**config.mk**
```make
export PLATFORM = sky130hd
export DESIGN_NAME = tuning_pwm14
export DESIGN_NICKNAME = d
export VERILOG_FILES = /design/src/rtl/tpwm_pkg.sv /design/src/rtl/tpwm_wr_regs.sv /design/src/rtl/tpwm_base.sv /design/src/rtl/tpwm_frame.sv /design/src/rtl/tuning_pwm14.sv
export SDC_FILE = /design/constraint.sdc
export NUM_CORES = 1
export LEC_CHECK = 0
export BUFFER_PORTS_ARGS = -buffer_cell sky130_fd_sc_hd__clkbuf_2
export CORE_UTILIZATION = 35
export DETAILED_ROUTE_END_ITERATION = 10
export MAX_ROUTING_LAYER = met4
export PLACE_DENSITY = 0.5
export SYNTH_ARGS = -nofsm -noshare
export SYNTH_HDL_FRONTEND = slang
export SYNTH_SLANG_ARGS = --single-unit
```
**constraint.sdc**
```tcl
create_clock -name clk -period 3.5 [get_ports clk]
set_clock_uncertainty 0.15 [all_clocks]
set_input_delay 0.525 -clock clk [delete_from_list [all_inputs] [get_ports clk]]
set_output_delay 0.525 -clock clk [all_outputs]
set_load 0.02 [all_outputs]
```
**src/rtl/tpwm_pkg.sv**
```systemverilog
package tpwm_pkg;
  typedef enum logic {
    SEL_COARSE = 1'b0,
    SEL_FINE   = 1'b1
  } tpwm_sel_e;
endpackage

```
**src/rtl/tpwm_wr_regs.sv**
```systemverilog
module tpwm_wr_regs #(
  parameter int CW = 8,
  parameter int FW = 6
) (
  input  logic          clk,
  input  logic          rst_n,
  input  logic          wr_fire,
  input  logic          wr_sel,
  input  logic [CW-1:0] wr_data,
  output logic [CW-1:0] coarse_sh,
  output logic [FW-1:0] fine_sh
);
  import tpwm_pkg::*;

  tpwm_sel_e sel;
  assign sel = tpwm_sel_e'(wr_sel);

  always_ff @(posedge clk) begin
    if (!rst_n) begin
      coarse_sh <= '0;
      fine_sh   <= '0;
    end else if (wr_fire) begin
      if (sel == SEL_COARSE) coarse_sh <= wr_data;
      else                   fine_sh   <= wr_data[FW-1:0];
    end
  end
endmodule

```
**src/rtl/tpwm_base.sv**
```systemverilog
module tpwm_base #(
  parameter int CW = 8
) (
  input  logic          clk,
  input  logic          rst_n,
  input  logic          adv,
  input  logic [CW-1:0] coarse_sh,
  input  logic          ext,
  output logic          wrap,
  output logic          level
);
  logic [CW-1:0] cnt_q;
  logic [CW-1:0] cmp_q;
  logic [CW:0]   limit;

  assign wrap  = adv && (cnt_q == {CW{1'b1}});
  assign limit = {1'b0, cmp_q} + {{CW{1'b0}}, ext};
  assign level = ({1'b0, cnt_q} < limit);

  always_ff @(posedge clk) begin
    if (!rst_n) begin
      cnt_q <= '0;
      cmp_q <= '0;
    end else if (adv) begin
      cnt_q <= cnt_q + 1'b1;
      if (wrap) cmp_q <= coarse_sh;
    end
  end


  cnt_step_chk: assert property (@(posedge clk) disable iff (!rst_n)
    adv |=> cnt_q == $past(cnt_q) + 1'b1);

  cnt_hold_chk: assert property (@(posedge clk) disable iff (!rst_n)
    !adv |=> $stable(cnt_q));

  cmp_load_chk: assert property (@(posedge clk) disable iff (!rst_n)
    !$stable(cmp_q) |-> $past(wrap));
endmodule

```
**src/rtl/tpwm_frame.sv**
```systemverilog
module tpwm_frame #(
  parameter int FW = 6
) (
  input  logic          clk,
  input  logic          rst_n,
  input  logic          wrap,
  input  logic          plain8,
  input  logic [FW-1:0] fine_sh,
  output logic          ext,
  output logic          irq
);
  logic [FW-1:0] fcnt_q;
  logic [FW-1:0] fine_q;
  logic [FW-1:0] rev;
  logic          frame_end;

  for (genvar i = 0; i < FW; i++) begin : g_rev
    assign rev[i] = fcnt_q[FW-1-i];
  end

  assign frame_end = wrap && (fcnt_q == {FW{1'b1}});
  assign ext       = !plain8 && (rev < fine_q);

  always_ff @(posedge clk) begin
    if (!rst_n) begin
      fcnt_q <= '0;
      fine_q <= '0;
      irq    <= 1'b0;
    end else begin
      irq <= frame_end;
      if (wrap) fcnt_q <= fcnt_q + 1'b1;
      if (frame_end) fine_q <= fine_sh;
    end
  end


  fine_load_chk: assert property (@(posedge clk) disable iff (!rst_n)
    !$stable(fine_q) |-> $past(frame_end));

  irq_pulse_chk: assert property (@(posedge clk) disable iff (!rst_n)
    irq |=> !irq);
endmodule

```
**src/rtl/tuning_pwm14.sv**
```systemverilog
module tuning_pwm14 #(
  parameter int CW = 8,
  parameter int FW = 6
) (
  input  logic          clk,
  input  logic          rst_n,
  input  logic          tick,
  input  logic          wr_valid,
  output logic          wr_ready,
  input  logic          wr_sel,
  input  logic [CW-1:0] wr_data,
  input  logic          plain8,
  input  logic          standby,
  output logic          pwm_out,
  output logic          frame_irq
);
  logic          adv, wrap, ext, level;
  logic [CW-1:0] coarse_sh;
  logic [FW-1:0] fine_sh;

  assign wr_ready = 1'b1;
  assign adv      = tick && !standby;

  tpwm_wr_regs #(.CW(CW), .FW(FW)) u_regs (
    .clk(clk), .rst_n(rst_n), .wr_fire(wr_valid && wr_ready),
    .wr_sel(wr_sel), .wr_data(wr_data),
    .coarse_sh(coarse_sh), .fine_sh(fine_sh));

  tpwm_base #(.CW(CW)) u_base (
    .clk(clk), .rst_n(rst_n), .adv(adv), .coarse_sh(coarse_sh),
    .ext(ext), .wrap(wrap), .level(level));

  tpwm_frame #(.FW(FW)) u_frame (
    .clk(clk), .rst_n(rst_n), .wrap(wrap), .plain8(plain8),
    .fine_sh(fine_sh), .ext(ext), .irq(frame_irq));

  assign pwm_out = level && !standby;


  standby_irq_chk: assert property (@(posedge clk) disable iff (!rst_n)
    standby |=> !frame_irq);
endmodule

```
==> results.md, run 1 <==
- Power per cell area: 366 nW/um^2
- Antenna-violating nets left: 0
- Top Ports: 18
- Yosys reg bits: 43
- Later-pin clock latency in the skew report: 0.29 ns
- Period utilization: 1.05
- Failing checks: negative setup slack
- CTS tree: built
- Rel. slew slack: 0.577
- Top sig layer: met4
- DR WL met2: 1840 um
- GR Overflow Total: 0
- WL met3: 131 um
- Diode count: 0
- Max VDD drop: 0.235 mV
- Remaining routing DRC violations: 0
- Mean Syn Cell Area: 8.64 um^2
- # setup viols final: 1
- Max_cap viols: 0
- Largest net degree at the start of global routing: 38
- DRT iter0 DRCs: 58
- Hpwl dp: 2920 um
- Initial antenna violation count: 0
- Vias in the first global route: 1527
- Crit path time final: 3.69 ns
- F_max: 271 MHz
- Vias post-DR: 1619
- Die area: 6290 um^2
- GPL Wtd Cong: 0.711
- Post-Syn Area: 2090 um^2
- Max Buffers Root-to-Sink: 2
- Status: complete, but fails checks
- Fraction of layout cells with a size suffix above 1: 0.226
- Final Worst Setup Slack: -0.185 ns
- Hold_buf cts: 0
- Row count: 27
- Top-area cell type share of the netlist area: 0.412
- Clock Tree Root: clkbuf_8
- Die H: 79.3 um
- Routed vias/inst: 4.80
- Final total power: 922 uW
- CP Capture Type: primary output
- Fin util: 0.447
- CP Data Required Time: 2.82 ns
- Met1 Wirelength: 2150 um
- Post-Syn Nets: 273
- Final number of hold-violating endpoints: 0
- Core footprint: 5640 um^2
- Synth cell types: 36
- Cell taking the most area after synthesis: dfxtp_1
- Startpoint type of the worst setup path: flop
- Syn Inst Count: 242
- Reg2Reg Setup Slack: 1.42 ns
- Num CTS Buffers: 5
- Setup CP Type: flop to primary output
- Fin Setup TNS: -0.185 ns
- P&R area growth vs syn: 20.5%
- GR Util All Layers: 0.153
- Fin. max-slew vios: 0
- Port bufs: 16
- Least-Margin Pin Slew: 0.633 ns
- Leakage: 1.02 nW
- First drt pass iteration count: 4
- Drt total wl: 4170 um
- Clock transition at path regs: 0.08 ns
- CTS H-tree depth: 2
- Worst hold margin: 0.304 ns
- First-pass GRT wire length: 7310 um
- Die Wd: 79.3 um
- Clock sinks: 43
- Share of the yosys chip area belonging to registers: 0.412
- HP Class: input pin to flop
- Yosys warns: 0
- Arrival @ worst endpoint: 3.01 ns
- Initial Util: 0.371
- Unrepaired setup endpoints after global routing: yes
- Largest cells by area after synthesis: dfxtp_1 (41%), ha_1 (9.6%), nand2_1 (7.7%)
- Final nets: 296
- Routed len/inst: 12.4 um
- CP Max Fanout: 3
==> layout by cell type, fill, tap and decap left out, drive strengths merged, types with 2 or more instances in the layout <==
master	Yosys	routed
a21o	2	2
a21oi	21	21
and3	2	2
buf	2	11
clkbuf	9	21
dfxtp	43	43
ha	16	16
inv	9	9
mux2i	16	16
nand2	43	43
nand2b	2	2
nand3	12	12
nand4	5	5
nor2	25	25
nor3	2	2
o21ai	2	2
o31ai	2	2
or4	2	2
xnor2	6	6
xor2	9	9
==> synth_stat cells <==
| master | n |
|---|---|
| and3_1 | 2 |
| and4_4 | 1 |
| nand2_1 | 43 |
| clkbuf_1 | 9 |
| or4_1 | 2 |
| dfxtp_1 | 43 |
| or3b_2 | 1 |
| and4b_2 | 1 |
| nor3_4 | 1 |
| a21oi_1 | 21 |
| nor3_1 | 1 |
| nand2b_1 | 2 |
| ha_1 | 16 |
| and2b_1 | 1 |
| nor2b_1 | 1 |
| or3_1 | 1 |
| conb_1 | 1 |
| inv_2 | 1 |
| buf_2 | 1 |
| nor2_1 | 25 |
| o2111ai_1 | 1 |
| nand4_1 | 5 |
| xnor2_1 | 6 |
| o31ai_1 | 2 |
| nor4_1 | 1 |
| mux2i_1 | 16 |
| o211ai_1 | 1 |
| xor2_1 | 9 |
| o22ai_1 | 1 |
| inv_1 | 8 |
| nand3_1 | 11 |
| nand3_4 | 1 |
| a21o_1 | 2 |
| o21ai_0 | 2 |
| a2111oi_0 | 1 |
| buf_4 | 1 |
==> critical path, stage by stage (launching register included) <==
cell and delay [ns]:
dfxtp_2 0.34, inv_2 0.04, ha_4 0.21, a21o_1 0.15, a21o_1 0.18, a2111oi_4 0.29
ha_2 0.27, and3_4 0.21, nand3_2 0.07, xor2_1 0.15, ha_1 0.33, o2111ai_2 0.13
a21oi_2 0.14, o22ai_2 0.07, clkbuf_8 0.15
==> path summary, 6_finish.rpt <==
| kind | from | to | cells after the start |
|---|---|---|---|
| setup / recovery | u_frame.fine_q[3]$_SDFFE_PN0P_ | pwm_out | 14 |
| hold / removal | wr_data[6] | u_regs.coarse_sh[6]$_SDFFE_PN0P_ | 3 |
| setup reg to reg | u_base.cnt_q[0]$_SDFFE_PN0P_ | u_frame.fcnt_q[5]$_SDFFE_PN0P_ | 5 |
| hold reg to reg | u_regs.coarse_sh[7]$_SDFFE_PN0P_ | u_regs.coarse_sh[7]$_SDFFE_PN0P_ | 2 |
==> cells by family (layout without fill, tap and decap cells) <==
family / Yosys count / in the layout / synth area share
adders and majority gates: 16 / 16 / 0.0958
other: 1 / 1 / 0.00179
buffers and inverters: 20 / 43 / 0.0383
and+or+nand+nor: 100 / 100 / 0.229
DFF: 43 / 43 / 0.412
muxes: 16 / 16 / 0.0766
AOI/OAI and AO/OA: 31 / 31 / 0.0844
xor gates and xnor gates: 15 / 15 / 0.0628
==> state kept, by name, indices dropped and copies added (netlist names) <==
| signal | count |
|---|---|
| u_regs.coarse_sh | 8 |
| u_frame.fine_q | 6 |
| u_base.cmp_q | 8 |
| u_frame.fcnt_q | 6 |
| u_frame.irq | 1 |
| u_base.cnt_q | 8 |
| u_regs.fine_sh | 6 |
==> cell type report <==
cell class                 count  area (um^2)
inverter                       9         33.8
fill                         589         3120
clock inverter                 2         37.5
sequential                    43          866
tap                           72         90.1
clock buffer                   5         68.8
timing repair buffer          27          171
multi-input combinational    179         1250
==> through the flow <==
step | instances | area [um^2] | setup slack, ns
2_1_floorplan | 242 | 2100 | 0.0989
3_3_place_gp | 328 | 2290 | -0.184
3_5_place_dp | 328 | 2290 | -0.275
4_1_cts | 337 | 2520 | -0.222
5_1_grt | 337 | 2520 | -0.368
6_report | 337 | 2520 | -0.185
==> timing repair <==
action                                  CTS  global route
endpoints found under the setup margin    1             1
pin swaps                                11             5
buffers inserted                          2             0
resized for setup                        24             1
==> report_power, final <==
| part | internal, mW | switching (mW) | leakage [nW] |
|---|---|---|---|
| Clock | 0.209 | 0.164 | 0.0502 |
| Sequential | 0.498 | 0.00572 | 0.350 |
| Combinational | 0.0167 | 0.0289 | 0.621 |
| Total | 0.723 | 0.199 | 1.02 |
==> routing by layer <==
metal | vias to the layer above | global-route usage
met4 | 0 | 0.0436
met5 | - | -
li1 | 868 | -
met3 | 5 | 0.0345
met1 | 723 | 0.207
met2 | 23 | 0.228
Power figures use the tool's default switching activity.
==> run 2, diff against run 1 <==
--- a/config.mk
+++ b/config.mk
@@ -5,11 +5,13 @@
 export SDC_FILE = /design/constraint.sdc
 export NUM_CORES = 1
 export LEC_CHECK = 0
+export ABC_AREA = 1
 export BUFFER_PORTS_ARGS = -buffer_cell sky130_fd_sc_hd__clkbuf_2
 export CORE_UTILIZATION = 35
 export DETAILED_ROUTE_END_ITERATION = 10
 export MAX_ROUTING_LAYER = met4
-export PLACE_DENSITY = 0.5
+export PLACE_DENSITY = 0.49
+export RECOVER_POWER = 50
 export SYNTH_ARGS = -nofsm -noshare
 export SYNTH_HDL_FRONTEND = slang
 export SYNTH_SLANG_ARGS = --single-unit
==> results.md, run 2 <==
- Status: complete, but fails checks
- Failing checks: negative setup slack
- CP max stage cell: dfxtp_2
- Setup CP Type: flop to primary output
- Share of the yosys chip area belonging to registers: 0.388 (-0.0239)
- Final nets: 370 (+25%)
- Synth cell types: 26 (-28%)
- Startpoint type of the worst setup path: flop
- Antenna-violating nets left: 0 (unchanged)
- Rel. slew slack: 0.0303 (-0.547)
- Clock transition at path regs: 0.09 ns (about the same)
- Port bufs: 16 (unchanged)
- GR Overflow Total: 0 (unchanged)
- Vias in the first global route: 1749 (+15%)
- Post-Synth XOR/XNOR Area: 0.0355 (-0.0273)
- Arrival @ worst endpoint: 2.85 ns (-0.16 ns)
- CTS H-tree depth: 2 (unchanged)
- Dpl cell area: 2370 um^2 (+3.7%)
- F_max: 284 MHz (+4.5%)
- Routed vias/inst: 4.59 (-4.4%)
- Initial antenna violation count: 0 (unchanged)
- Core footprint: 6030 um^2 (+6.8%)
- Most frequent cells in the layout: nor2_1 (83), nand2_1 (53), dfxtp_1 (37)
- Worst hold margin: 0.300 ns (-0.00407 ns)
- P&R area growth vs syn: 20.0%
- Unrepaired setup endpoints after global routing: yes
- Crit path time final: 3.52 ns (-0.160 ns)
- Top Ports: 18 (unchanged)
- Drt total wl: 4770 um (+14%)
- Die H: 81.6 um (+3.0%)
- Top-area cell type share of the netlist area: 0.388 (-0.0239)
- Yosys warns: 0 (unchanged)
- Leakage: 1.16 nW (+14%)
- Least-Margin Pin Slew: 1.45 ns (+0.822 ns)
- Post-synth EDFFs: 0 (unchanged)
- Count leader, synth: nor2_1
- Period utilization: 1.01 (-0.0458)
- Synth Area in Compound Gates: 0.100 (+0.0160)
- Cell taking the most area after synthesis: dfxtp_1
- Syn Inst Count: 314 (+30%)
- Remaining routing DRC violations: 0 (unchanged)
- Placement Setup Slack: 0.0695 ns (+0.345 ns)
- Post-Syn Nets: 345 (+26%)
- Later-pin clock latency in the skew report: 0.29 ns (about the same)
- Filler instances: 651 (+11%)
- CP Cell Sequence: ha_4 -> a21oi_2 -> o21ai_2 -> nor3_2 -> ha_2 -> ha_4 -> nand3_4 -> xor2_1 -> ha_1 -> nand2_1 -> nor2_1 -> nand2_1 -> nor2_1 -> nor2_1 -> nor2_1 -> nor2_1 -> buf_4
- Max Buffers Root-to-Sink: 2 (unchanged)
- Routed len/inst: 11.5 um (-7.0%)
- Most common cell after layout, fill and taps aside: nor2_1
- Main combinational cell family by area after synthesis: simple AND/OR/NAND/NOR gates
- First drt pass iteration count: 4 (unchanged)
- Final total power: 978 uW (+6.2%)
- Vias post-DR: 1906 (+18%)
- Slowest stage delay, CP: 0.35 ns (about the same)
- Clock sinks: 43 (unchanged)
- CTS tree: built
- Synth Area in Adders: 0.0902 (-0.00556)
- Post-synth top flop: dfxtp_1
- Num CTS Buffers: 5 (unchanged)
- HP Class: input pin to flop
- GPL Wtd Cong: 0.763 (+7.3%)
- Critical path's most frequent cell: nor2_1
- Final number of hold-violating endpoints: 0 (unchanged)
- Hpwl dp: 3330 um (+14%)
- Largest cells by area after synthesis: dfxtp_1 (39%), nor2_1 (14%), nand2_1 (9.1%)
- Finished Cell Area: 2660 um^2 (+5.7%)
- First-pass GRT wire length: 8080 um (+11%)
- GR Util All Layers: 0.167 (+0.0136)
- Die Wd: 81.6 um (+3.0%)
- Post-Syn Area: 2220 um^2 (+6.2%)
- Max VDD drop: 0.220 mV (-6.5%)
- Diode count: 0 (unchanged)
- Largest regs: u_base.cmp_q: 8 flops, u_base.cnt_q: 8 flops, u_regs.coarse_sh: 8 flops
- Die area: 6660 um^2 (+6.0%)
- Yosys reg bits: 43 (unchanged)
- Mux cell area share after synthesis: 0 (-0.0766)
- Ys async rst share: 0 (unchanged)
- Clock Tree Root: clkbuf_8
- Mean Syn Cell Area: 7.07 um^2 (-18%)
- CP Data Required Time: 2.82 ns (about the same)
- CP Max Fanout: 3 (unchanged)
- Fin Setup TNS: -0.0249 ns (+0.160 ns)
- Fin. max-slew vios: 0 (unchanged)
- Post-synthesis simple-gate area fraction: 0.306 (+0.0769)
- Row count: 28 (+3.7%)
- Final Worst Setup Slack: -0.0249 ns (+0.160 ns)
- Post-synth top cells: nor2_1 (85), nand2_1 (54), dfxtp_1 (43)
- Initial Util: 0.368 (-0.00224)
- Max_cap viols: 0 (unchanged)
- Largest net degree at the start of global routing: 39 (+2.6%)
- # setup viols final: 1 (unchanged)
- DRT iter0 DRCs: 52 (-10%)
- Fraction of layout cells with a size suffix above 1: 0.191 (-0.0352)
- CP Capture Type: primary output
- Power per cell area: 367 nW/um^2 (+0.44%)
==> run 2: changes by cell type after synthesis, moves of 3 or more <==
cell      delta
clkbuf_1     -7
nor2_2       +3
nor2_1      +60
nand3b_1     +3
mux2i_1     -16
nand4_1      -4
xor2_1       -4
o21ai_0     +27
inv_1       +22
a21oi_1     -10
nand2_1     +11
==> run 2: final timing paths <==
path	slack, ns	start	depth (start not counted)	endpoint
max	-0.02	u_frame.fcnt_q[0]$_SDFFE_PN0P_	17	pwm_out
min	0.30	wr_data[6]	3	u_regs.coarse_sh[6]$_SDFFE_PN0P_
min reg2reg	0.33	u_regs.fine_sh[2]$_SDFFE_PN0P_	2	u_frame.fine_q[2]$_SDFFE_PN0P_
max reg2reg	1.72	u_base.cnt_q[1]$_SDFFE_PN0P_	7	u_frame.fine_q[4]$_SDFFE_PN0P_
==> run 2: through the flow <==
| stage | std cells | util |
|---|---|---|
| final | 415 | 0.442 |
| after global routing | 415 | 0.442 |
| after CTS | 414 | 0.438 |
| after detailed placement | 403 | 0.394 |
| after global placement | 403 | 0.394 |
| after floorplan | 314 | - |
==> run 2: area by class of cell <==
| cell class | instances | area [um^2] | share of cell area |
|---|---|---|---|
| clock buffers | 6 | 82.6 | 0.0310 |
| clock inverters | 2 | 38.8 | 0.0146 |
| inverters | 31 | 116 | 0.0437 |
| multi-input cells | 233 | 1320 | 0.494 |
| flip-flops and latches | 43 | 868 | 0.326 |
| well taps | 75 | 93.8 | 0.0352 |
| repair buffers | 25 | 148 | 0.0554 |
==> run 2: power by group <==
| group | switching [mW] | internal (mW) |
|---|---|---|
| clock network | 0.181 | 0.235 |
| logic | 0.0350 | 0.0198 |
| registers | 0.00629 | 0.501 |
| total | 0.223 | 0.756 |
==> run 2: cells by family (layout without fill, tap and decap cells) <==
| logic type | after synthesis | after routing |
|---|---|---|
| other | 1 | 1 |
| flip-flops | 43 | 43 |
| adder cells (fa/ha/maj) | 16 | 16 |
| XOR/XNOR | 9 | 9 |
| buffers and inverters | 38 | 64 |
| AO/OA/AOI/OAI | 43 | 43 |
| AND/OR/NAND/NOR | 164 | 164 |
==> run 2: timing repair <==
action	CTS	global route
resized for setup	31	6
buffers inserted	3	1
setup endpoints to repair	1	1
pin swaps	20	8
hold buffers	0	0
==> run 2: metal layers <==
| metal | global-route usage | wire [um] |
|---|---|---|
| met5 | - | 0 |
| met4 | 0.0561 | 48 |
| met3 | 0.0344 | 110 |
| met2 | 0.273 | 2140 |
| met1 | 0.204 | 2470 |
==> run 2: worst max-delay path, delay by kind of cell, from the launching register on <==
kind	cells	cell delay [ns]
adders and majority gates	4	0.92
and+or+nand+nor	9	0.75
DFF	1	0.35
AOI/OAI and AO/OA	2	0.23
xor gates and xnor gates	1	0.16
buffers and inverters	1	0.15
